==> config.mk <==
export PLATFORM = sky130hd
export DESIGN_NAME = tamper_monitor
export DESIGN_NICKNAME = d
export VERILOG_FILES = /design/src/rtl/tm_pkg.sv /design/src/rtl/tm_wrq.sv /design/src/rtl/tm_time.sv /design/src/rtl/tm_state.sv /design/src/rtl/tamper_monitor.sv
export SDC_FILE = /design/constraint.sdc
export NUM_CORES = 1
export LEC_CHECK = 0
export BUFFER_PORTS_ARGS = -buffer_cell sky130_fd_sc_hd__buf_4
export CAP_MARGIN = 10
export CORE_MARGIN = 3
export CORE_UTILIZATION = 42
export CTS_BUF_LIST = sky130_fd_sc_hd__clkbuf_2
export DETAILED_ROUTE_END_ITERATION = 16
export PLACE_DENSITY = 0.64
export SYNTH_ARGS = -nofsm -noshare
export SYNTH_HDL_FRONTEND = slang
export SYNTH_SLANG_ARGS = --single-unit
==> constraint.sdc <==
create_clock -name clk -period 6.6 [get_ports clk]
set_input_delay 0.66 -clock clk [delete_from_list [all_inputs] [get_ports clk]]
set_output_delay 0.66 -clock clk [all_outputs]
set_load 0.1 [all_outputs]
==> src/rtl/tm_pkg.sv <==
package tm_pkg;
    localparam int DW       = 32;
    localparam int NSRC     = 10;
    localparam int SRC_TOVF = 9;
    localparam int ST_NV    = 10;
    localparam int ST_SV    = 11;
    localparam int ST_AL    = 12;
    localparam int ST_WC    = 13;
    localparam int ST_WE    = 14;
    localparam int STW      = ST_WE + 1;

    typedef enum logic [2:0] {
        A_SECS  = 3'd0,
        A_FRAC  = 3'd1,
        A_ALARM = 3'd2,
        A_CTRL  = 3'd3,
        A_TEN   = 3'd4,
        A_STAT  = 3'd5,
        A_IEN   = 3'd6,
        A_NONE  = 3'd7
    } addr_e;

    typedef struct packed {
        logic p_hard;
        logic p_soft;
        logic t_hard;
        logic t_soft;
        logic t_en;
    } ctrl_t;

    typedef struct packed {
        logic sv;
        logic wc;
        logic al;
    } ien_t;

    typedef struct packed {
        addr_e           addr;
        logic [DW-1:0]   data;
    } wr_t;

    function automatic logic [DW-1:0] pad_word(input logic [STW-1:0] v);
        return {{(DW-STW){1'b0}}, v};
    endfunction
endpackage

==> src/rtl/tm_wrq.sv <==
module tm_wrq
    import tm_pkg::*;
#(
    parameter int WR_TICKS = 4
) (
    input  logic clk,
    input  logic rst,
    input  logic tick,
    input  logic req,
    input  wr_t  req_w,
    output logic busy,
    output logic commit,
    output wr_t  cmt_w,
    output logic reject
);
    localparam int CW = $clog2(WR_TICKS + 1);
    localparam logic [CW-1:0] LAST = CW'(WR_TICKS - 1);

    logic [CW-1:0] cnt;

    always_ff @(posedge clk) begin
        if (rst) begin
            busy   <= 1'b0;
            commit <= 1'b0;
            reject <= 1'b0;
            cnt    <= '0;
            cmt_w  <= '{addr: A_NONE, data: '0};
        end else begin
            commit <= 1'b0;
            reject <= req && busy;
            if (busy) begin
                if (tick) begin
                    if (cnt == LAST) begin
                        busy   <= 1'b0;
                        commit <= 1'b1;
                        cnt    <= '0;
                    end else begin
                        cnt <= cnt + 1'b1;
                    end
                end
            end else if (req) begin
                busy  <= 1'b1;
                cmt_w <= req_w;
                cnt   <= '0;
            end
        end
    end

    a_r6_commit_follows_busy: assert property (@(posedge clk) disable iff (rst)
        commit |-> $past(busy));
endmodule

==> src/rtl/tm_time.sv <==
module tm_time #(
    parameter int SEC_W  = 32,
    parameter int FRAC_W = 15
) (
    input  logic             clk,
    input  logic             rst,
    input  logic             tick,
    input  logic             run,
    input  logic             load,
    input  logic [SEC_W-1:0] load_val,
    input  logic [SEC_W-1:0] alarm_val,
    output logic [SEC_W-1:0] secs,
    output logic [FRAC_W-1:0] frac,
    output logic             alarm_step,
    output logic             ovf_step
);
    localparam logic [SEC_W-1:0]  SEC_MAX  = '1;
    localparam logic [FRAC_W-1:0] FRAC_MAX = '1;

    logic carry;
    logic [SEC_W-1:0] secs_inc;

    always_comb begin
        carry      = !load && run && tick && (frac == FRAC_MAX);
        secs_inc   = secs + 1'b1;
        ovf_step   = carry && (secs == SEC_MAX);
        alarm_step = carry && (secs != SEC_MAX) && (secs_inc == alarm_val);
    end

    always_ff @(posedge clk) begin
        if (rst) begin
            secs <= '0;
            frac <= '0;
        end else if (load) begin
            secs <= load_val;
            frac <= '0;
        end else if (run && tick) begin
            frac <= frac + 1'b1;
            if (carry && (secs != SEC_MAX))
                secs <= secs_inc;
        end
    end

    a_r4_frozen_when_stopped: assert property (@(posedge clk) disable iff (rst)
        (!run && !load) |=> ($stable(secs) && $stable(frac)));

    a_r5_saturate_at_max: assert property (@(posedge clk) disable iff (rst)
        (secs == SEC_MAX && !load) |=> (secs == SEC_MAX));
endmodule

==> src/rtl/tm_state.sv <==
module tm_state
    import tm_pkg::*;
(
    input  logic            clk,
    input  logic            batt_rst,
    input  logic            sys_rst,
    input  logic [NSRC-1:0] evt,
    input  logic            ovf_step,
    input  logic            alarm_step,
    input  logic            commit,
    input  addr_e           cmt_a,
    input  logic [STW-1:0]  cmt_d,
    input  logic            reject,
    input  logic            stat_rd,
    output ctrl_t           ctrl,
    output logic [NSRC-1:0] ten,
    output ien_t            ien,
    output logic [STW-1:0]  status,
    output logic            run,
    output logic            secs_wr_ok
);
    logic [NSRC-1:0] det, det_nx, det_clr, src;
    logic nv, sv, al, wc, we;
    logic nv_nx, sv_nx, al_nx, wc_nx, we_nx;
    logic wr_ctrl, wr_ten, wr_ien, wr_stat;
    logic t_locked, p_locked;
    ctrl_t cw;

    always_comb begin
        wr_ctrl  = commit && (cmt_a == A_CTRL);
        wr_ten   = commit && (cmt_a == A_TEN);
        wr_ien   = commit && (cmt_a == A_IEN);
        wr_stat  = commit && (cmt_a == A_STAT);
        cw       = ctrl_t'(cmt_d[4:0]);
        t_locked = ctrl.t_soft || ctrl.t_hard;
        p_locked = ctrl.p_soft || ctrl.p_hard;

        src            = evt;
        src[SRC_TOVF]  = evt[SRC_TOVF] || ovf_step;
        det_clr = (wr_stat && nv) ? cmt_d[NSRC-1:0] : '0;
        det_nx  = (det & ~det_clr) | (evt & ten);
        if (ovf_step)
            det_nx[SRC_TOVF] = 1'b1;

        if (|(src & ten))
            sv_nx = 1'b1;
        else if (wr_stat && nv && cmt_d[ST_SV] && (det_nx == '0))
            sv_nx = 1'b0;
        else
            sv_nx = sv;

        nv_nx = (wr_stat && cmt_d[ST_NV] && !sv) ? 1'b0 : nv;
        al_nx = alarm_step || (al && !(wr_stat && cmt_d[ST_AL]));
        we_nx = reject || (we && !(wr_stat && cmt_d[ST_WE]));
        wc_nx = commit || (wc && !stat_rd);

        run        = ctrl.t_en && !nv && !sv && !det[SRC_TOVF];
        secs_wr_ok = !t_locked && !sv;
        status     = {we, wc, al, sv, nv, det};
    end

    always_ff @(posedge clk) begin
        if (batt_rst) begin
            ctrl <= '0;
            ten  <= '0;
            ien  <= '0;
            det  <= '0;
            nv   <= 1'b1;
            sv   <= 1'b0;
            al   <= 1'b0;
            wc   <= 1'b0;
            we   <= 1'b0;
        end else if (sys_rst) begin
            ctrl.t_soft <= 1'b0;
            ctrl.p_soft <= 1'b0;
            ien         <= '0;
            wc          <= 1'b0;
            we          <= 1'b0;
            if (sv)
                nv <= 1'b1;
        end else begin
            if (wr_ctrl) begin
                if (!t_locked)
                    ctrl.t_en <= cw.t_en;
                ctrl.t_soft <= ctrl.t_soft | cw.t_soft;
                ctrl.t_hard <= ctrl.t_hard | cw.t_hard;
                ctrl.p_soft <= ctrl.p_soft | cw.p_soft;
                ctrl.p_hard <= ctrl.p_hard | cw.p_hard;
            end
            if (wr_ten && !p_locked)
                ten <= cmt_d[NSRC-1:0];
            if (wr_ien)
                ien <= ien_t'(cmt_d[2:0]);
            det <= det_nx;
            sv  <= sv_nx;
            nv  <= nv_nx;
            al  <= al_nx;
            wc  <= wc_nx;
            we  <= we_nx;
        end
    end

    a_r10_violation_needs_clean_detect: assert property (@(posedge clk) disable iff (batt_rst)
        $fell(sv) |-> (det == '0));

    a_r10_nonvalid_after_violation: assert property (@(posedge clk) disable iff (batt_rst)
        $fell(nv) |-> !$past(sv));

    a_r8_hard_lock_holds_enables: assert property (@(posedge clk) disable iff (batt_rst)
        ctrl.p_hard |=> $stable(ten));

    a_r9_sysrst_in_failure: assert property (@(posedge clk) disable iff (batt_rst)
        (sys_rst && sv) |=> (nv && sv));
endmodule

==> src/rtl/tamper_monitor.sv <==
module tamper_monitor
    import tm_pkg::*;
#(
    parameter int SEC_W    = 32,
    parameter int FRAC_W   = 15,
    parameter int WR_TICKS = 4
) (
    input  logic        clk,
    input  logic        batt_rst,
    input  logic        sys_rst,
    input  logic        slow_tick,
    input  logic        wr_en,
    input  logic        rd_en,
    input  logic [2:0]  addr,
    input  logic [31:0] wdata,
    input  logic [9:0]  evt,
    output logic [31:0] rdata,
    output logic        irq
);
    wr_t              req_w, cmt_w;
    logic             busy, commit, reject, stat_rd;
    logic             run, secs_wr_ok, load, alarm_step, ovf_step;
    logic [SEC_W-1:0] secs, alarm;
    logic [FRAC_W-1:0] frac;
    ctrl_t            ctrl;
    ien_t             ien;
    logic [NSRC-1:0]  ten;
    logic [STW-1:0]   status;

    always_comb begin
        req_w   = '{addr: addr_e'(addr), data: wdata};
        stat_rd = rd_en && (addr_e'(addr) == A_STAT);
        load    = commit && (cmt_w.addr == A_SECS) && secs_wr_ok;
        irq     = (status[ST_AL] && ien.al) || (status[ST_WC] && ien.wc)
               || (status[ST_SV] && ien.sv);
    end

    tm_wrq #(.WR_TICKS(WR_TICKS)) u_wrq (
        .clk(clk), .rst(batt_rst || sys_rst), .tick(slow_tick),
        .req(wr_en), .req_w(req_w), .busy(busy), .commit(commit),
        .cmt_w(cmt_w), .reject(reject)
    );

    tm_time #(.SEC_W(SEC_W), .FRAC_W(FRAC_W)) u_time (
        .clk(clk), .rst(batt_rst), .tick(slow_tick), .run(run),
        .load(load), .load_val(cmt_w.data[SEC_W-1:0]), .alarm_val(alarm),
        .secs(secs), .frac(frac), .alarm_step(alarm_step), .ovf_step(ovf_step)
    );

    tm_state u_state (
        .clk(clk), .batt_rst(batt_rst), .sys_rst(sys_rst), .evt(evt),
        .ovf_step(ovf_step), .alarm_step(alarm_step), .commit(commit),
        .cmt_a(cmt_w.addr), .cmt_d(cmt_w.data[STW-1:0]), .reject(reject),
        .stat_rd(stat_rd), .ctrl(ctrl), .ten(ten), .ien(ien),
        .status(status), .run(run), .secs_wr_ok(secs_wr_ok)
    );

    always_ff @(posedge clk) begin
        if (batt_rst)
            alarm <= '0;
        else if (commit && (cmt_w.addr == A_ALARM))
            alarm <= cmt_w.data[SEC_W-1:0];
    end

    always_ff @(posedge clk) begin
        if (batt_rst) begin
            rdata <= '0;
        end else if (rd_en) begin
            case (addr_e'(addr))
                A_SECS:  rdata <= DW'(secs);
                A_FRAC:  rdata <= DW'(frac);
                A_ALARM: rdata <= DW'(alarm);
                A_CTRL:  rdata <= DW'(ctrl);
                A_TEN:   rdata <= DW'(ten);
                A_STAT:  rdata <= pad_word(status);
                A_IEN:   rdata <= DW'(ien);
                default: rdata <= '0;
            endcase
        end
    end

    a_r7_second_write_flags_error: assert property (@(posedge clk) disable iff (batt_rst || sys_rst)
        (wr_en && busy) |=> ##1 status[ST_WE]);

    a_r12_irq_needs_enable: assert property (@(posedge clk) disable iff (batt_rst)
        (ien == '0) |-> !irq);
endmodule

Word level (Yosys, flattened, before mapping). Index checks and enable logic that the tools add are counted.

Output and inout bits: 33. Bits in registers: 185. Input port bits: 51. Word-level logic and storage cells: 151.

Multiplexer cells: 20. Add/subtract/negate cells: 3. Reduce and logical (&&, ||, !) cells: 72. Equal/unequal tests: 18. Bitwise gates (word level): 13.

Operators with widths (count): case mux 32 bit (7 select lines) (1); two-way mux 32 bit (3); logical AND 1 bit (34); adder 32 x 1 -> 32 bit, second input constant (1); equality test 32 bit (1); equality test 32 bit, second input constant (1); != test 32 bit, second input constant (1); AND 10 bit (3); equality test 3 bit, second input constant (6); adder 15 x 1 -> 15 bit, second input constant (1); equality test 15 bit, second input constant (1); equality test 3 x 2 -> 1 bit, second input constant (5); AND reduction 2 bit (7); two-way mux 3 bit (4); two-way mux 1 bit (11); logical NOT 10 bit (1); two-way mux 10 bit (1); inverter 10 bit (1); OR 10 bit (1); nonzero test 2 bit (5); OR reduction 10 bit (1); logical NOT 1 bit (9); logical OR 1 bit (9); logical NOT 3 bit (2); other kinds (9) (16).

Longest topological paths before layout.
Depth in word-level cells: 14. Mapped depth: 11. Depth with buffers taken out: 8.

Cells and area by module. A second synthesis with hierarchy kept.

Cell total of the unflattened synthesis: 1220. Area, all modules: 9684.3 sq um.

Modules (own cells, without submodules): tm_time (instances 1, cells an instance 482, area an instance 3589.7 sq um, sequential area each 940.9 sq um); tamper_monitor (instances 1, cells an instance 378, area an instance 3131.8 sq um, sequential area each 1281.2 sq um); tm_state (instances 1, cells an instance 182, area an instance 1492.7 sq um, sequential area each 660.6 sq um); tm_wrq (instances 1, cells an instance 178, area an instance 1470.2 sq um, sequential area each 820.8 sq um).

Worst setup path after synthesis. OpenSTA, ideal clock, no wires.

Path type: register to register. Start: register u_time.secs[0]. End: register u_state.al. Cell stages (with the launch flop): 9. Setup time: 0.087 ns. Required time: 6.513 ns. Setup slack: 3.922 ns. Path buffers: 0. Clock period less this slack: 2.678 ns. Arrival: 2.591 ns. Cells stage by stage: dfxtp_1 > ha_1 > nand3_2 > or3_4 > or4_4 > xnor2_1 > nand4_1 > or4_1 > o31ai_1.

Cells in the longest elaborated chain, start to end: 4. Elaborated cells between the ends (all ways): 6. Classes of those cells: add/sub: 1; eq/ne: 2; reduce/logical: 3.

Ends and longest elaborated chain: from (decl) (line tm_time.sv:12) `output logic [SEC_W-1:0] secs,`; from (signal assigned) (line tm_time.sv:35) `secs <= load_val;`; from (signal assigned) (line tm_time.sv:40) `secs <= secs_inc;`; adder 32 x 1 -> 32 bit or != test 32 bit (tied branches) (line tm_time.sv:25, tm_time.sv:27); equality test 32 bit or logical AND 1 bit (tied branches) (line tm_time.sv:27) `alarm_step = carry && (secs != SEC_MAX) && (secs_inc == alarm_val);`; logical AND 1 bit * (line tm_time.sv:27); logical OR 1 bit * (line tm_state.sv:53) `al_nx = alarm_step || (al && !(wr_stat && cmt_d[ST_AL]));`; to (signal assigned) (line tm_state.sv:97) `al <= al_nx;`; to (decl) (line tm_state.sv:23) `logic nv, sv, al, wc, we;`.

Mark *: on every way between the ends. The rest lies on a longest branch, timed or not. A chain may end at the register's enable or synchronous reset.

Worst setup path after layout.
Start: register u_time.secs[0]. End: register u_time.secs[20].

Cells in the longest elaborated chain, start to end: 4. Elaborated cells between the ends (all ways): 8. Classes of those cells: add/sub: 1; eq/ne: 1; mux: 3; reduce/logical: 3.

Ends and longest elaborated chain: adder 32 x 1 -> 32 bit or != test 32 bit (tied branches) (line tm_time.sv:25, tm_time.sv:39); two-way mux 32 bit or logical AND 1 bit (tied branches) (line tm_time.sv:39) `if (carry && (secs != SEC_MAX))`; two-way mux 32 bit or nonzero test 2 bit (tied branches); two-way mux 32 bit or AND reduction 2 bit (tied branches).

Parallel ways exist; a longest one is shown, timed or not. The select of a mux whose other input is x is not followed.

==> qor.csv <==
metric;value;unit
globalRouteOverflowTotal;0;
place_congestion;0.974;
final_common_cell;nand2_1;
period_share;50.8;%
die-area;23900;um2
synthFlopType;dfxtp_1;
postSynth.asyncResetShare;0;%
syn_area_per_cell;7.88;um2
final_cell_mix;nand2_1, dfxtp_1, nor2_1;
r2r_start;u_time.secs[0];
die_x;155;um
cellLeakagePower;3.74;nW
path_class;reg -> reg;
tns;0;ns
rsz0062_at_grt;false;
yosysSeqAreaShare;40.0;%
grt_pass1_wl;44600;um
insertion_delay;0.81;ns
hp-start;wdata[12];
synth_compound_area_share;16.9;%
rrSetupSlack;3.25;ns
combPwrFrac;7.4;%
ir_drop;0.0000859;V
core;21400;um2
whs_path_depth;3;
antenna_found_initial;1;
cts_sinks;185;
synth.ff_latch_count;185;
cts_buffers;17;
reg2regPathDepth;9;
relSlewSlack;23.7;%
finalMaxSlewViolations;0;
synth_top_family_by_area;simple AND/OR/NAND/NOR gates;
syn_nets;1229;
h-tree-depth;4;
skew;0.0478;ns
worst_slew_pin_slew;1.14;ns
ant_nets;0;
drive_gt1_share;13.1;%
clk_path_buf_depth;2;
final_cells;1499;
firstDrtPassIters;5;
yosys.area_share.simple;25.5;%
area_growth;11.5;%
cts_setup_buffers;0;
setup_viol;0;
synth_area;9260;um2
p_switching;0.556;mW
p_per_area;179;nW/um2
dpl.hpwl;19600;um
grt_use_total;23.4;%
utilization;48.4;%
drt-total-wl;28100;um
syn_inst;1175;
r2r_end;u_time.secs[20];
hold_path.class;in -> reg;
synthAdderAreaFrac;0.405;%
wire_per_inst;18.7;um
cts_tree;done;
cap_violations;0;
cp.arrival;4.06;ns
detail_route.vias_per_cell;5.74;
sw_frac_of_total;30.0;%
internal_power;1.30;mW
drt_iter0_markers;700;
fin_nets;1264;
yosysWarnings;0;
dieHeight;155;um
io_pins;84;
crit_fanout;17;
io_buffers;83;
synth_edf_count;0;
synth.area.mux_share;5.97;%
pwr-share-clk;30.7;%
outcome;finished clean;
required;7.31;ns
seqPwrFrac;61.9;%
critPathLaunchType;flip-flop;
finalHoldViolCount;0;
place_inst;1450;
total_power;1.85;mW
cp-end-kind;flip-flop;
dr_total_vias;8597;
first_global_vias;7954;
initial_core_util;43.4;%
grt_start_max_net_pins;71;
rows;53;
fillCellCount;2123;
fmax;0.299;GHz
period_needed;3.35;ns
hold_end;u_wrq.cmt_w[12];
route.detailed.drc;0;
synth-xor-area-share;6.90;%
cts-root-buf;clkbuf_2;
clk_pin_slew;0.30;ns
yosysUniqueCellTypes;62;
how the worst max path moves through the flow:
stage                            endpoint           start  slack [ns]
after global placement     u_time.secs[9]       slow_tick        3.33
after CTS                 u_time.secs[20]  u_time.secs[0]        3.26
after detailed placement   u_time.secs[3]       slow_tick        3.24
final                     u_time.secs[20]  u_time.secs[0]        3.25
after global routing      u_time.secs[20]  u_time.secs[0]        2.90
after floorplan                u_state.al  u_time.secs[0]        3.92
cell families after synthesis:
group,after synthesis
compound gates,260
xor+xnor,73
fa+ha+maj,3
buf+inv,101
flops,185
mux,46
simple gates,507
cell usage after synthesis, drive strengths merged (2+ instances only):
cell    instances  share of area, %
o31ai           2              0.16
and3           12              0.81
nand2b          8              0.54
nor3b           3              0.24
nand4b          2              0.19
or4             6              0.53
mux2           21               2.6
buf            17              0.91
xor2           29               2.7
a21oi         125               6.8
a32oi           2              0.19
a31oi          11              0.74
o22ai           3              0.20
or3            14               1.0
nand3          49               2.7
a221oi          2              0.19
mux2i          20               2.2
o221ai          6              0.57
nand2         196               7.9
a211oi         13               1.1
nor3           12              0.70
and4            7              0.66
nor4           14               1.0
a311oi          7              0.66
inv            10              0.41
a22oi          38               3.1
nor2b          13              0.88
nand3b          5              0.41
ha              3              0.41
clkbuf         74               3.0
nor2          130               5.3
nand4          22               1.6
mux4            5               1.3
o21ai          37               2.0
a222oi          2              0.22
and2           12              0.81
o211ai          3              0.24
xnor2          44               4.2
dfxtp         185                40
critical path: stages (launching register included):
cell and delay (ns):
dfxtp_1 0.53, ha_1 0.31, nand3_2 0.16, nor3_1 0.57, and4_1 0.32, nor3_2 0.11
buf_4 0.24, nor2_1 0.63, o21ai_0 0.20, a21oi_1 0.19
cell type report:
| cell class | instances | area, um2 | share of cell area [%] |
|---|---|---|---|
| Multi-Input combinational cell | 889 | 5180 | 50.1 |
| Sequential cell | 185 | 3700 | 35.9 |
| Timing Repair Buffer | 107 | 843 | 8.16 |
| Tap cell | 275 | 344 | 3.33 |
| Clock inverter | 15 | 138 | 1.33 |
| Clock buffer | 17 | 85.1 | 0.824 |
| Inverter | 10 | 37.5 | 0.363 |
| Antenna cell | 1 | 2.50 | 0.0242 |
registers in the layout, summed over array words and instances (netlist names):
signal and count:
alarm 32, rdata 32, u_state.al 1, u_state.ctrl 5, u_state.det 10, u_state.ien 3, u_state.nv 1, u_state.sv 1
u_state.ten 10, u_state.wc 1, u_state.we 1, u_time.frac 15, u_time.secs 32, u_wrq.busy 1, u_wrq.cmt_w 35, u_wrq.cnt 3
u_wrq.commit 1, u_wrq.reject 1
stage by stage:
| stage | instance area (um2) | worst slack (ns) | hold WS (ns) |
|---|---|---|---|
| 3_5_place_dp | 9940 | 3.24 | 0.439 |
| 3_3_place_gp | 9940 | 3.33 | 0.446 |
| 6_report | 10300 | 3.25 | 0.0633 |
| 2_1_floorplan | 9260 | 3.92 | 0.413 |
| 4_1_cts | 10300 | 3.26 | 0.0000733 |
| 5_1_grt | 10300 | 2.90 | 0.00831 |
repair_timing:
action,4_1_cts,5_1_grt
endpoints found under the setup margin,0,0
gates resized for setup,0,0
hold buffers,16,0
hold endpoints to repair,16,0
power by group through the flow:
stage	Sequential (mW)	Combinational (mW)	Clock (mW)
6_report	1.15	0.137	0.569
5_1_grt	1.15	0.150	0.621
4_1_cts	1.15	0.138	0.582
3_5_place_dp	1.17	0.130	0
3_3_place_gp	1.16	0.129	0
2_1_floorplan	1.17	0.0649	0
per-layer routing:
layer	routed length, um	track usage, %	up-vias	share of wire [%]
met4	908	8.66	0	3.2
met2	13400	38.6	299	48
met5	0	0	-	0
li1	-	-	4187	-
met1	12200	31.2	4067	43
met3	1570	3.33	44	5.6
Note: power is estimated with default switching activity, not from simulation.
